File: src/rtl/kbc_pwr_pkg.sv
package kbc_pwr_pkg;
  typedef enum logic [1:0] {
    ST_AWAKE  = 2'd0,
    ST_SHALLOW = 2'd1,
    ST_DEEP   = 2'd2,
    ST_SETTLE = 2'd3
  } pwr_state_t;

  typedef enum logic [1:0] {
    RES_NEXT = 2'b00,
    RES_IRQ  = 2'b01,
    RES_RST  = 2'b10
  } resume_t;
endpackage

File: src/rtl/kbc_pwr_settle.sv
module kbc_pwr_settle #(
  parameter int CNT_W = 8
) (
  input  logic             clk,
  input  logic             arst_n,
  input  logic             active,
  input  logic             stable,
  input  logic [CNT_W-1:0] limit,
  output logic             done
);
  logic [CNT_W-1:0] cnt;

  assign done = active && stable && (cnt == limit);

  always_ff @(posedge clk or negedge arst_n) begin
    if (!arst_n)                cnt <= '0;
    else if (!active || !stable) cnt <= '0;
    else if (!done)             cnt <= cnt + 1'b1;
  end
endmodule

File: src/rtl/kbc_pwr_fsm.sv
module kbc_pwr_fsm
  import kbc_pwr_pkg::*;
(
  input  logic       clk,
  input  logic       arst_n,
  input  logic       halt_req,
  input  logic       stop_req,
  input  logic       core_reset,
  input  logic       host_wr,
  input  logic       ibf_ie,
  input  logic       settle_done,
  output pwr_state_t state,
  output logic       wake_stb,
  output logic [1:0] resume_code
);
  pwr_state_t nxt;
  resume_t    pend_q, pend_d, wake_code;
  logic       wake_req, fire;

  assign wake_req  = core_reset || host_wr;
  assign wake_code = core_reset ? RES_RST : (ibf_ie ? RES_IRQ : RES_NEXT);

  always_comb begin
    nxt    = state;
    pend_d = pend_q;
    fire   = 1'b0;
    unique case (state)
      ST_AWAKE: begin
        if (stop_req)      nxt = ST_DEEP;
        else if (halt_req) nxt = ST_SHALLOW;
      end
      ST_SHALLOW: begin
        if (wake_req) begin
          nxt    = ST_AWAKE;
          fire   = 1'b1;
          pend_d = wake_code;
        end else if (stop_req) begin
          nxt = ST_DEEP;
        end
      end
      ST_DEEP: begin
        if (wake_req) begin
          nxt    = ST_SETTLE;
          pend_d = wake_code;
        end
      end
      ST_SETTLE: begin
        if (core_reset) pend_d = RES_RST;
        if (settle_done) begin
          nxt  = ST_AWAKE;
          fire = 1'b1;
        end
      end
      default: nxt = ST_AWAKE;
    endcase
  end

  always_ff @(posedge clk or negedge arst_n) begin
    if (!arst_n) begin
      state       <= ST_AWAKE;
      pend_q      <= RES_NEXT;
      wake_stb    <= 1'b0;
      resume_code <= 2'b00;
    end else begin
      state       <= nxt;
      pend_q      <= pend_d;
      wake_stb    <= fire;
      resume_code <= fire ? pend_d : 2'b00;
    end
  end
endmodule

File: src/rtl/kbc_pwr_seq.sv
module kbc_pwr_seq
  import kbc_pwr_pkg::*;
#(
  parameter int CNT_W = 8
) (
  input  logic             clk,
  input  logic             arst_n,
  input  logic             halt_req,
  input  logic             stop_req,
  input  logic             core_reset,
  input  logic             host_wr,
  input  logic             ibf_ie,
  input  logic             osc_ready,
  input  logic [CNT_W-1:0] settle_len,
  output logic             osc_en,
  output logic             core_clk_en,
  output logic             alu_clk_en,
  output logic             wake_stb,
  output logic [1:0]       resume_code
);
  pwr_state_t state;
  logic       settle_done;

  kbc_pwr_settle #(.CNT_W(CNT_W)) u_settle (
    .clk    (clk),
    .arst_n (arst_n),
    .active (state == ST_SETTLE),
    .stable (osc_ready),
    .limit  (settle_len),
    .done   (settle_done)
  );

  kbc_pwr_fsm u_fsm (
    .clk         (clk),
    .arst_n      (arst_n),
    .halt_req    (halt_req),
    .stop_req    (stop_req),
    .core_reset  (core_reset),
    .host_wr     (host_wr),
    .ibf_ie      (ibf_ie),
    .settle_done (settle_done),
    .state       (state),
    .wake_stb    (wake_stb),
    .resume_code (resume_code)
  );

  assign osc_en      = (state != ST_DEEP);
  assign core_clk_en = (state == ST_AWAKE) || (state == ST_SHALLOW);
  assign alu_clk_en  = (state == ST_AWAKE);
endmodule

File: config.mk
export PLATFORM = sky130hd
export DESIGN_NAME = kbc_pwr_seq
export DESIGN_NICKNAME = d
export VERILOG_FILES = /design/src/rtl/kbc_pwr_pkg.sv /design/src/rtl/kbc_pwr_settle.sv /design/src/rtl/kbc_pwr_fsm.sv /design/src/rtl/kbc_pwr_seq.sv
export SDC_FILE = /design/constraint.sdc
export NUM_CORES = 1
export LEC_CHECK = 0
export BUFFER_PORTS_ARGS = -buffer_cell sky130_fd_sc_hd__buf_2
export CAP_MARGIN = 5
export CORE_MARGIN = 5
export CORE_UTILIZATION = 49
export DETAILED_ROUTE_END_ITERATION = 10
export PLACE_DENSITY_LB_ADDON = 0.08
export SYNTH_ARGS = -nofsm -noshare
export SYNTH_HDL_FRONTEND = slang
export SYNTH_SLANG_ARGS = --single-unit
File: constraint.sdc
create_clock -name clk -period 4.4 [get_ports clk]
set_input_delay 0.44 -clock clk [delete_from_list [all_inputs] [get_ports clk]]
set_output_delay 0.44 -clock clk [all_outputs]
set_load 0.005 [all_outputs]
# Word level (Yosys, flattened, before mapping)
# Index checks and enable logic that the tools add are counted.
[word_totals] wordCells=44 in_bits=16 out_inout_bits=6 ff_bits=15
[classes] n_reduce_logical=10 add_sub_neg=1 mux=18 eq_ne=10
[op_table] cell="2-bit 2-to-1 mux" count=10
[op_table] cell="8-bit 2-to-1 mux" count=2
[op_table] cell="8-bit by 1-bit adder with 8-bit output, second input constant" count=1
[op_table] cell="8-bit equality test" count=1
[op_table] cell="2-bit case mux with 4 select lines" count=1
[op_table] cell="2-bit equality test, second input constant" count=2
[op_table] cell="2-bit by 1-bit inequality test with 1-bit output, second input constant" count=2
[op_table] cell="2-bit inequality test, second input constant" count=2
[op_table] cell="2-bit case mux with 2 select lines" count=1
[op_table] cell="4-bit AND reduction" count=1
[op_table] cell="1-bit logical OR" count=3
[op_table] cell="1-bit 2-to-1 mux" count=3
[op_table] cell="3-bit by 2-bit inequality test with 1-bit output, second input constant" count=1
[op_table] cell="3-bit inequality test, second input constant" count=1
[op_table] cell="2-bit by 1-bit equality test with 1-bit output, second input constant" count=1
[op_table] cell="1-bit logical AND" count=2
[op_table] cell="1-bit logical NOT" count=2
[op_table] cell="2-bit logical NOT" count=1
[op_table] cell="1-bit case mux with 2 select lines" count=1
[op_table] cell="2-bit OR reduction" count=1

# Depth between registers and ports, before layout
# Gate-level depths: netlist (run 1).
[depth] word_depth=6 ltp_mapped=7 ltp_nobuf=6

# By module
# From an unflattened synthesis (run 1), not the netlist that was laid out.
[unflattened] hier_cells=112 hier_area_um2=1028.5
[modules_own_cells] mod="kbc_pwr_settle" instances=1 area_per_inst_um2=578.1 cells_each=64 seq_area_each_um2=200.2
[modules_own_cells] mod="kbc_pwr_fsm" instances=1 area_per_inst_um2=430.4 cells_each=44 seq_area_each_um2=175.2
[modules_own_cells] mod="kbc_pwr_seq" instances=1 area_per_inst_um2=20.0 cells_each=4 seq_area_each_um2=0.0

# Worst setup path after synthesis (run 1)
# OpenSTA, ideal clock, no wires.
[synth_path] path_kind="flip-flop to flip-flop" startpoint="register u_fsm.state[0]" endpoint="register u_fsm.resume_code[1]" setup_ps=119 n_path_buf=1 stages_incl_launch_ff=8 required_time_ps=4281 arrival_ps=1631 setup_slack_ps=2650 synth_period_minus_slack_ps=1750 cell_sequence="dfrtp_1 inv_1 ha_1 clkbuf_1 or3b_2 a21oi_1 nor3_1 and2_1"
[synth_between] elab_cells_between_ends=10 cone_classes="eq/ne (3); mux (4); reduce/logical (3)"
[synth_rtl] item="start, declared" line_no="kbc_pwr_fsm.sv:12" source="output pwr_state_t state,"
[synth_rtl] item="start signal, assigned" line_no="kbc_pwr_fsm.sv:65" source="state <= nxt;"
[synth_rtl] item="2-bit by 1-bit equality test with 1-bit output or 2-bit equality test (tied branches)" line_no="kbc_pwr_fsm.sv:27" source="unique case (state)"
[synth_rtl] item="2-bit OR reduction (no source line)"
[synth_rtl] item="2-bit case mux with 2 select lines *" line_no="kbc_pwr_fsm.sv:27"
[synth_rtl] item="via u_fsm.pend_d[1]" line_no="kbc_pwr_fsm.sv:17" source="resume_t pend_q, pend_d, wake_code;"
[synth_rtl] item="2-bit 2-to-1 mux *" line_no="kbc_pwr_fsm.sv:68" source="resume_code <= fire ? pend_d : 2'b00;"
[synth_rtl] item="end signal, assigned" line_no="kbc_pwr_fsm.sv:68"
[synth_rtl] item="end, declared" line_no="kbc_pwr_fsm.sv:14" source="output logic [1:0] resume_code"
# The timed path passes the listed nets; every way through them passes the cells marked *.
# A chain may end at the register's enable or synchronous reset.

# Worst setup path in the final report (run 1)
[layout_path] startpoint="register u_fsm.state[0]" endpoint="output core_clk_en"
[layout_between] elab_chain_len=2 elab_cells_between_ends=3 cone_classes="eq/ne (1); reduce/logical (2)"
[layout_lines] item="2-bit by 1-bit equality test with 1-bit output or 2-bit logical NOT (tied branches)" line_no="kbc_pwr_seq.sv:48" source="assign core_clk_en = (state == ST_AWAKE) || (state == ST_SHALLOW);"
[layout_lines] item="1-bit logical OR *" line_no="kbc_pwr_seq.sv:48"
[layout_lines] item="end, declared" line_no="kbc_pwr_seq.sv:16" source="output logic core_clk_en,"
# Mark *: on every way between the ends. The rest lies on a longest branch, timed or not.

==> results_dict.tcl, run 1 <==
set metrics [dict create \
    status "complete, no violations" \
    path_cells "inv_1 -> ha_1 -> or2_2 -> buf_2" \
    h-tree-depth 1 \
    gr-usage-all-layers_pct 15.5 \
    path_clk_slew_ns 0.09 \
    drt-initial-drc-count 21 \
    syn_to_final_growth_pct 14.0 \
    ys_seq_area_share_pct 35.8 \
    diodes 0 \
    synth_nets 135 \
    cp-end-kind "output port" \
    tritoncts "built" \
    max_slew_margin_pct 64.4 \
    final_nets 158 \
    crit_fanout 12 \
    reg2reg_depth 6 \
    synth-simple-area-share_pct 24.8 \
    layout-drive-gt1-share_pct 25.0 \
    worst_pin_slew_ns 0.531 \
    cp-start-kind "flop" \
    synthAdderAreaFrac_pct 5.97 \
    synth.distinct_cells 34 \
    wl_per_cell_microns 14.0 \
    slowest_stage "dfrtp_1" \
    syn_avg_cell_area_sq_um 9.20 \
    core_area_sq_um 2000 \
    io_pins 22 \
    drc 0 \
    crit_arrival_ns 1.55 \
    synthTopCellsByArea "dfrtp_1, xnor2_1, ha_1" \
    r2r-end "u_fsm.state[1]$_DFFE_PN0P_" \
    grt_pass1_vias 870 \
    antenna_found_initial 0 \
    clk_latency_ns 0.28 \
    fmaxAchievable_ghz 0.502 \
    yosysWarnings 0 \
    synth_top_family_by_area "simple AND/OR/NAND/NOR gates" \
    ir_drop_v 0.000335 \
    root_buffer "clkbuf_4" \
    io_buffers 21 \
    required_ns 3.96 \
    power.leakage_nw 0.518 \
    dr.pass1.iters 4 \
    r2r_start "u_fsm.state[0]$_DFFE_PN0P_" \
    die_y_microns 56.3 \
    synth_compound_area_share_pct 18.1 \
    num_rows 16 \
    skew_ns 0.000498 \
    setup-violations-final 0 \
    die_x_microns 56.3 \
    layout_setup_ws_ns 2.41 \
    die-area_sq_um 3170 \
    drv_slew 0 \
    dp_hpwl_microns 1730 \
    worst-r2r-setup-slack_ns 2.43 \
    cts_setup_buffers 0 \
    fin_tns_setup_ns 0 \
    slowest_delay_ns 0.43 \
    pre_cts_slack_ns 2.45 \
    gp_congestion 0.844 \
    post_synth_xor_area_fraction_pct 6.68 \
    final_antenna_net_count 0 \
    rsz0062_at_grt "false" \
    via_count 916 \
    cts_made_buffers 3 \
    grt_max_degree 16 \
    holdBufCountCts 0 \
    yosys.area.top_type_share_pct 35.8 \
    min_period_ns 1.99 \
    postLayoutCoreUtil_pct 59.7 \
    path_depth 4 \
    synth_area_leader_cell "dfrtp_1" \
    critical_path_buf_inv_count 2 \
    clock_sinks 15 \
    hp-class "in -> async" \
    vias_per_cell 5.62 \
    post_synth_instance_area_sq_um 1050 \
    grt_overflow 0 \
    wl_microns 2280 \
    syn-instance-count 114 \
    muxShareOfSynthArea_pct 4.89 \
    cp_top_family "flip-flops" \
    start_util_pct 52.4 \
    cts.repair.resized 0 \
    synth_seq_cells 15 \
    grt_pass1_wl_microns 3950 \
    cts.path.max_buffers 2 \
    hold_viol 0 \
    power_density_nw_per_um2 420 \
    finalCritPeriodShare_pct 45.3 \
    worstSetupPathType "reg -> out" \
    max-cap-violations 0 \
]
## cells in the mapped netlist
master     n
or2_2      5
a21boi_0   1
nor3b_1    2
mux2_2     1
nand2_1    8
o311a_1    1
ha_1       5
and3_2     1
nand2b_1   2
dfrtp_1   15
nor4b_1    1
and4_4     1
nor3_1     4
a2111o_1   3
nor2b_1    2
nand4_1    4
and4_1     1
buf_6      1
xnor2_1    8
o311ai_0   3
a21oi_1    8
o31ai_1    1
nor2_1     2
nand4b_1   1
o21ai_0    7
o21a_1     1
nand3_1    8
and2_1     2
clkbuf_1   1
mux2i_1    4
inv_1      5
a211oi_1   3
buf_2      1
or3b_2     1
## per-stage QoR
stage	hold WS [ns]	cells	power [mW]	area, sq um
2_1_floorplan	0.144	114	0.355	1050
3_3_place_gp	0.359	159	0.416	1170
3_5_place_dp	0.364	159	0.424	1170
4_1_cts	0.0440	163	0.506	1190
5_1_grt	0.0521	163	0.548	1190
6_report	0.0448	163	0.502	1190
## state kept, by name (all words and copies together) (netlist names)
register / count
u_fsm.pend_q: 2
u_fsm.wake_stb: 1
u_fsm.resume_code: 2
u_settle.cnt: 8
u_fsm.state: 2
## placed cells by master, fill, tap and decap left out, drive strengths merged, types with 4 or more instances in the layout
| cell | n |
|---|---|
| nand3 | 8 |
| a21oi | 8 |
| xnor2 | 8 |
| or2 | 5 |
| mux2i | 4 |
| o21ai | 7 |
| nand2 | 8 |
| buf | 21 |
| nand4 | 4 |
| dfrtp | 15 |
| inv | 5 |
| ha | 5 |
| nor3 | 4 |
## logic make-up (layout without fill, tap and decap cells)
logic type,after synthesis,after routing
AO/OA/AOI/OAI,28,28
AND/OR/NAND/NOR,45,45
adder cells (fa/ha/maj),5,5
multiplexers,5,5
XOR/XNOR,8,8
flip-flops,15,15
buffers and inverters,8,30
## how the worst max path moves through the flow
stage	startpoint	to	slack, ns
2_1_floorplan	u_fsm.state[0]$_DFFE_PN0P_	u_fsm.resume_code[1]$_DFF_PN0_	2.65
3_3_place_gp	u_fsm.state[0]$_DFFE_PN0P_	u_fsm.state[1]$_DFFE_PN0P_	2.50
3_5_place_dp	u_fsm.state[0]$_DFFE_PN0P_	u_fsm.state[1]$_DFFE_PN0P_	2.45
4_1_cts	u_fsm.state[0]$_DFFE_PN0P_	core_clk_en	2.39
5_1_grt	u_fsm.state[0]$_DFFE_PN0P_	u_fsm.state[1]$_DFFE_PN0P_	2.27
6_report	u_fsm.state[0]$_DFFE_PN0P_	core_clk_en	2.41
## final cells by class
type                    count  area (sq um)
fillers                   189           807
multi-input cells          91           634
flip-flops and latches     15           375
repair buffers             21           105
well taps                  27          33.8
clock buffers               3          22.5
inverters                   5          18.8
clock inverters             1          5.00
## power breakdown
| part | internal [mW] | switching [mW] | leakage, nW |
|---|---|---|---|
| Combinational | 0.114 | 0.125 | 0.297 |
| Sequential | 0.163 | 0.0195 | 0.203 |
| Clock | 0.0337 | 0.0464 | 0.0177 |
## per-layer routing
| layer | vias to the layer above | global-route usage [%] | wire [microns] |
|---|---|---|---|
| met5 | - | 0 | 0 |
| met4 | 0 | 5.08 | 10 |
| met3 | 2 | 3.21 | 97 |
| met2 | 19 | 22.9 | 1030 |
| met1 | 425 | 22.4 | 1140 |
| li1 | 470 | - | - |
No activity file was read; power rests on OpenSTA's default activity.
==> run 2, diff against run 1 <==
--- a/config.mk
+++ b/config.mk
@@ -5,6 +5,7 @@
 export SDC_FILE = /design/constraint.sdc
 export NUM_CORES = 1
 export LEC_CHECK = 0
+export ABC_AREA = 1
 export BUFFER_PORTS_ARGS = -buffer_cell sky130_fd_sc_hd__buf_2
 export CAP_MARGIN = 5
 export CORE_MARGIN = 5
==> constraint.sdc (replaced) <==
create_clock -name clk -period 2 [get_ports clk]
set_input_delay 0.2 -clock clk [delete_from_list [all_inputs] [get_ports clk]]
set_output_delay 0.2 -clock clk [all_outputs]
set_load 0.005 [all_outputs]
==> run 2 against run 1 <==
Combinational power up 75%. Sequential share of layout area up 1.0 points. Non-clock buffer count up 1. Final area down 3.1%. Wire length down 17%. Via count down 6.3%. Largest cell class unchanged.
==> results_dict.tcl, run 2 <==
set metrics [dict create \
    cts.path.max_buffers 2 \
    synth_most_common_cell "nand2_1" \
    synth_area_leader_cell "dfrtp_1" \
    synth_edf_count 0 \
    post_synth_instance_area_sq_um 981 \
    crit_arrival_ns 1.75 \
    place_area_sq_um 1120 \
    die_y_microns 54.7 \
    synth_nets 150 \
    start_util_pct 50.5 \
    worstSetupPathType "reg -> reg" \
    path_clk_slew_ns 0.09 \
    cp-start-kind "flop" \
    worst-r2r-setup-slack_ns 0.43 \
    antenna_found_initial 0 \
    placed_cells 177 \
    ir_drop_v 0.000513 \
    hold_path_end "u_fsm.pend_q[1]$_DFF_PN0_" \
    reg2reg_depth 8 \
    synth_seq_cells 15 \
    max-cap-violations 0 \
    io_pins 22 \
    layout_commonest_cell "nand2_1" \
    synthTopCellsByArea "dfrtp_1, nand2_1, inv_1" \
    synth_commonest_cells "nand2_1, inv_1, dfrtp_1" \
    fillers 194 \
    worst_path_most_repeated_cell "nand2_1" \
    required_ns 2.17 \
    async_flop_share_pct 100 \
    drt-initial-drc-count 10 \
    setup-violations-final 0 \
    rsz0062_at_grt "false" \
    cp-end-kind "flop" \
    io_buffers 21 \
    slowest_delay_ns 0.40 \
    final_antenna_net_count 0 \
    drv_slew 0 \
    vias_per_cell 4.71 \
    cts.repair.resized 0 \
    hold_viol 0 \
    holdPathStages 3 \
    gr-usage-all-layers_pct 15.7 \
    min_period_ns 1.57 \
    largest_register_ffs 8 \
    yosys.area.top_type_share_pct 38.3 \
    via_count 858 \
    design_area_sq_um 1160 \
    drc 0 \
    power_density_nw_per_um2 846 \
    hp-class "in -> reg" \
    power.leakage_nw 0.587 \
    dp_hpwl_microns 1540 \
    tritoncts "built" \
    root_buffer "clkbuf_4" \
    syn_to_final_growth_pct 18.0 \
    holdCritStartpoint "core_reset" \
    final_cell_mix "nand2_1, buf_2, inv_1" \
    wl_per_cell_microns 10.4 \
    grt_pass1_wl_microns 3370 \
    r2r-end "u_fsm.state[0]$_DFFE_PN0P_" \
    path_cells "ha_1 -> nand2_1 -> inv_1 -> nand3_4 -> nand2_4 -> nand2_2 -> nand2_1 -> nand2_1" \
    grt_pass1_vias 868 \
    wl_microns 1890 \
    worst_pin_slew_ns 0.335 \
    skew_ns 0.00709 \
    gp_congestion 0.823 \
    clk_latency_ns 0.28 \
    max_slew_margin_pct 77.7 \
    r2r_start "u_fsm.state[1]$_DFFE_PN0P_" \
    instances_no_fill 182 \
    status "complete, no violations" \
    diodes 0 \
    die_x_microns 54.7 \
    synth.distinct_cells 23 \
    num_rows 16 \
    clock_sinks 15 \
    fin_total_pwr_mw 0.979 \
    fmaxAchievable_ghz 0.635 \
    syn-instance-count 129 \
    core_area_sq_um 1940 \
    dr.pass1.iters 4 \
    grt_overflow 0 \
    yosysWarnings 0 \
    h-tree-depth 1 \
    slowest_stage "dfrtp_1" \
    die-area_sq_um 3000 \
    synth_flop_cell "dfrtp_1" \
    crit_fanout 10 \
    layout-drive-gt1-share_pct 21.3 \
    syn_avg_cell_area_sq_um 7.60 \
    top_register "u_settle.cnt" \
    final_nets 177 \
    fin_hold_ws_ns 0.282 \
    finalCritPeriodShare_pct 78.7 \
    ys_seq_area_share_pct 38.3 \
    cts_made_buffers 3 \
    grt_max_degree 16 \
    fin_tns_setup_ns 0 \
]
-- run 2: cell count changes after synthesis, moves of 3 or more --
cell,previous run,this run
o311ai_0,3,0
nor2_1,2,11
a2111o_1,3,0
mux2i_1,4,0
or2_2,5,0
a211oi_1,3,0
inv_1,5,20
nor3_1,4,1
nand2_1,8,30
xnor2_1,8,5
nand2_2,0,3
-- run 2: how the worst max path moves through the flow --
stage,start,end,slack [ns],cells past startpoint
finish,u_fsm.state[1]$_DFFE_PN0P_,u_fsm.state[0]$_DFFE_PN0P_,0.43,8
global route,u_fsm.state[0]$_DFFE_PN0P_,u_fsm.state[1]$_DFFE_PN0P_,0.26,8
CTS,u_fsm.state[0]$_DFFE_PN0P_,u_fsm.state[0]$_DFFE_PN0P_,0.42,8
detailed placement,u_fsm.state[0]$_DFFE_PN0P_,u_fsm.state[0]$_DFFE_PN0P_,0.44,8
global placement,u_fsm.state[1]$_DFFE_PN0P_,u_fsm.state[0]$_DFFE_PN0P_,0.47,8
floorplan,u_fsm.state[0]$_DFFE_PN0P_,u_fsm.state[0]$_DFFE_PN0P_,0.60,10
-- run 2: routing by layer --
| layer | part of all wire, % | GRT usage (%) | wire (microns) |
|---|---|---|---|
| met3 | 5.8 | 2.45 | 110 |
| met2 | 45 | 27.4 | 854 |
| met1 | 47 | 18.8 | 890 |
| met5 | 0 | 0 | 0 |
| met4 | 1.6 | 6.64 | 30 |
-- run 2: worst max-delay path, delay by kind of cell, from the launching register on --
kind                     cells  cell delay [ns]
AND/OR/NAND/NOR              6             0.57
flip-flops                   1             0.40
adder cells (fa/ha/maj)      1             0.27
buffers and inverters        1             0.23
-- run 2: report_power, final --
group	internal, mW	switching [mW]	leakage (nW)
Sequential	0.355	0.0317	0.204
Combinational	0.172	0.249	0.365
Clock	0.0742	0.0962	0.0177
Total	0.602	0.377	0.587
-- run 2: per-stage QoR --
step                util (%)  setup WS, ns
floorplan                  -         0.598
global placement        57.7         0.467
detailed placement      57.7         0.436
CTS                     59.6         0.422
global route            59.6         0.264
finish                  59.6         0.426
-- run 2: kinds of logic after synthesis --
kind of cell | after synthesis | synth area share, %
compound gates | 20 | 10.8
xor+xnor | 7 | 6.25
fa+ha+maj | 5 | 6.38
buf+inv | 21 | 8.04
flops | 15 | 38.3
simple gates | 61 | 30.2
-- run 2: what timing repair did --
item                                   CTS  global route
endpoints found under the hold margin   15             0
hold buffers                             1             0
setup buffers                            0             0
-- run 2: area by class of cell --
cell class                      count  area (sq um)  share of cell area (%)
Clock inverter                      1          5.00                   0.432
Clock buffer                        3          22.5                    1.95
Multi-Input combinational cell     93           527                    45.5
Sequential cell                    15           375                    32.4
Timing Repair Buffer               22           115                    9.95
Tap cell                           27          33.8                    2.92
Inverter                           21          78.8                    6.81
==> run 3, diff against run 2 <==
--- a/config.mk
+++ b/config.mk
@@ -5,7 +5,7 @@
 export SDC_FILE = /design/constraint.sdc
 export NUM_CORES = 1
 export LEC_CHECK = 0
-export ABC_AREA = 1
+export ABC_AREA = 0
 export BUFFER_PORTS_ARGS = -buffer_cell sky130_fd_sc_hd__buf_2
 export CAP_MARGIN = 5
 export CORE_MARGIN = 5
==> constraint.sdc (replaced) <==
create_clock -name clk -period 1.6 [get_ports clk]
set_input_delay 0.16 -clock clk [delete_from_list [all_inputs] [get_ports clk]]
set_output_delay 0.16 -clock clk [all_outputs]
set_load 0.005 [all_outputs]
==> run 3 against run 2 <==
Flip-flop and latch count unchanged. Combinational power increased to 2.5 times the previous value. Non-clock buffer count rose by 23. Clock-buffer cell count is the same. Die area up 5.6%. Total power rose by 84%. Setup slack got worse by 0.42 ns. Final cell count up 2.7%. Highest routed layer unchanged. Global-route usage is 1.8 points higher.
==> results_dict.tcl, run 3 (synthesis results as in run 1) <==
set metrics [dict create \
    status "complete, no violations" \
    io_pins 22 \
    num_rows 16 \
    tritoncts "built" \
    power.share.combinational_pct 59.0 \
    die_x_microns 56.3 \
    layout-drive-gt1-share_pct 45.6 \
    crit_fanout 4 \
    largest_register_ffs 8 \
    min_period_ns 1.59 \
    grt_max_degree 16 \
    start_util_pct 52.4 \
    path_clk_slew_ns 0.10 \
    clk_latency_ns 0.28 \
    grt_pass1_wl_microns 4580 \
    final_antenna_net_count 0 \
    dr.pass1.iters 4 \
    p_int_mw 1.14 \
    worst_pin_slew_ns 0.344 \
    required_ns 1.83 \
    skew_ns 0.000683 \
    final_cell_mix "buf_4, buf_2, dfrtp_1" \
    syn_to_final_growth_pct 39.6 \
    power.leakage_nw 0.649 \
    layout_setup_ws_ns 0.00982 \
    p_switching_mw 0.660 \
    ir_drop_v 0.000990 \
    rsz0062_at_grt "true" \
    max-cap-violations 0 \
    wl_per_cell_microns 14.5 \
    die_y_microns 56.3 \
    antenna_found_initial 0 \
    hp-class "in -> reg" \
    critical_path_buf_inv_count 2 \
    final_nets 182 \
    drt-initial-drc-count 43 \
    swShare_pct 36.7 \
    setup-violations-final 0 \
    p_clk_share_pct 12.4 \
    io_buffers 21 \
    drv_slew 0 \
    h-tree-depth 1 \
    drc 0 \
    cp-start-kind "flop" \
    fmaxAchievable_ghz 0.629 \
    gp_congestion 0.816 \
    gr-usage-all-layers_pct 17.5 \
    power_density_nw_per_um2 1230 \
    pre_cts_slack_ns -0.0656 \
    grt_overflow 0 \
    clock_sinks 15 \
    layout_commonest_cell "buf_4" \
    finalCritPeriodShare_pct 99.4 \
    cp-end-kind "flop" \
    worstSetupPathType "reg -> reg" \
    via_count 1063 \
    postLayoutCoreUtil_pct 73.1 \
    crit_arrival_ns 1.82 \
    wl_microns 2710 \
    die-area_sq_um 3170 \
    hold_viol 0 \
    root_buffer "clkbuf_4" \
    fin_tns_setup_ns 0 \
    slowest_delay_ns 0.43 \
    dp_hpwl_microns 1950 \
    vias_per_cell 5.68 \
    cts.path.max_buffers 2 \
    top_register "u_settle.cnt" \
    core_area_sq_um 2000 \
    cp_top_family "flip-flops" \
    max_slew_margin_pct 77.1 \
    grt_pass1_vias 1048 \
    slowest_stage "dfrtp_1" \
    diodes 0 \
    sequentialPowerShare_pct 28.6 \
    path_cells "inv_2 -> ha_4 -> nor4b_4 -> a211oi_2 -> buf_4 -> mux2_4 -> nand3_2" \
    cts_made_buffers 3 \
]
## run 3: area by class of cell
cell class	count	area, sq um
repair buffers	45	288
inverters	5	18.8
fillers	144	538
clock buffers	3	22.5
multi-input cells	91	719
flip-flops and latches	15	377
well taps	27	33.8
clock inverters	1	5.00
## run 3: per-layer routing
layer | wire length [microns] | track usage, % | share of wire (%)
met4 | 17 | 5.08 | 0.63
met5 | 0 | 0 | 0
met1 | 1220 | 23.4 | 45
met2 | 1310 | 28.4 | 48
met3 | 163 | 3.67 | 6.0
## run 3: tightest hold or removal path: cells and delay by family
| kind | cells | cell delay [ns] |
|---|---|---|
| buffers and inverters | 1 | 0.16 |
| AOI/OAI and AO/OA | 1 | 0.11 |
| and+or+nand+nor | 1 | 0.05 |
## run 3: per-stage QoR
step	area, sq um	instances	power [mW]	hold slack, ns
floorplan	1070	114	1.02	-0.136
global route	1460	187	1.93	0.240
CTS	1410	185	1.68	0.209
finish	1460	187	1.80	0.234
global placement	1320	178	1.32	0.0796
detailed placement	1320	178	1.33	0.0853
## run 3: timing repair
item / in CTS / in global routing
gates resized for setup: 10 / 15
hold buffers: 1 / 0
pin swaps: 2 / 8
setup buffers: 3 / 2
hold endpoints to repair: 15 / 0
endpoints found under the setup margin: 5 / 12
## run 3: power by group through the flow
| stage | Combinational (mW) | Clock (mW) | Sequential, mW |
|---|---|---|---|
| finish | 1.06 | 0.224 | 0.514 |
| global route | 1.17 | 0.244 | 0.523 |
| CTS | 0.948 | 0.229 | 0.507 |
| detailed placement | 0.831 | 0 | 0.503 |
| global placement | 0.819 | 0 | 0.498 |
| floorplan | 0.518 | 0 | 0.499 |
## run 3: worst paths after layout
check	cells past startpoint	from	to	slack, ns
max	7	u_fsm.state[1]$_DFFE_PN0P_	u_fsm.state[1]$_DFFE_PN0P_	0.01
max in group asynchronous	2	arst_n	u_fsm.state[0]$_DFFE_PN0P_	1.03
min in group asynchronous	2	arst_n	u_fsm.resume_code[1]$_DFF_PN0_	0.30
min reg2reg	2	u_settle.cnt[7]$_DFFE_PN0P_	u_settle.cnt[7]$_DFFE_PN0P_	0.56
max reg2reg	7	u_fsm.state[1]$_DFFE_PN0P_	u_fsm.state[1]$_DFFE_PN0P_	0.01
min	3	core_reset	u_fsm.pend_q[1]$_DFF_PN0_	0.23
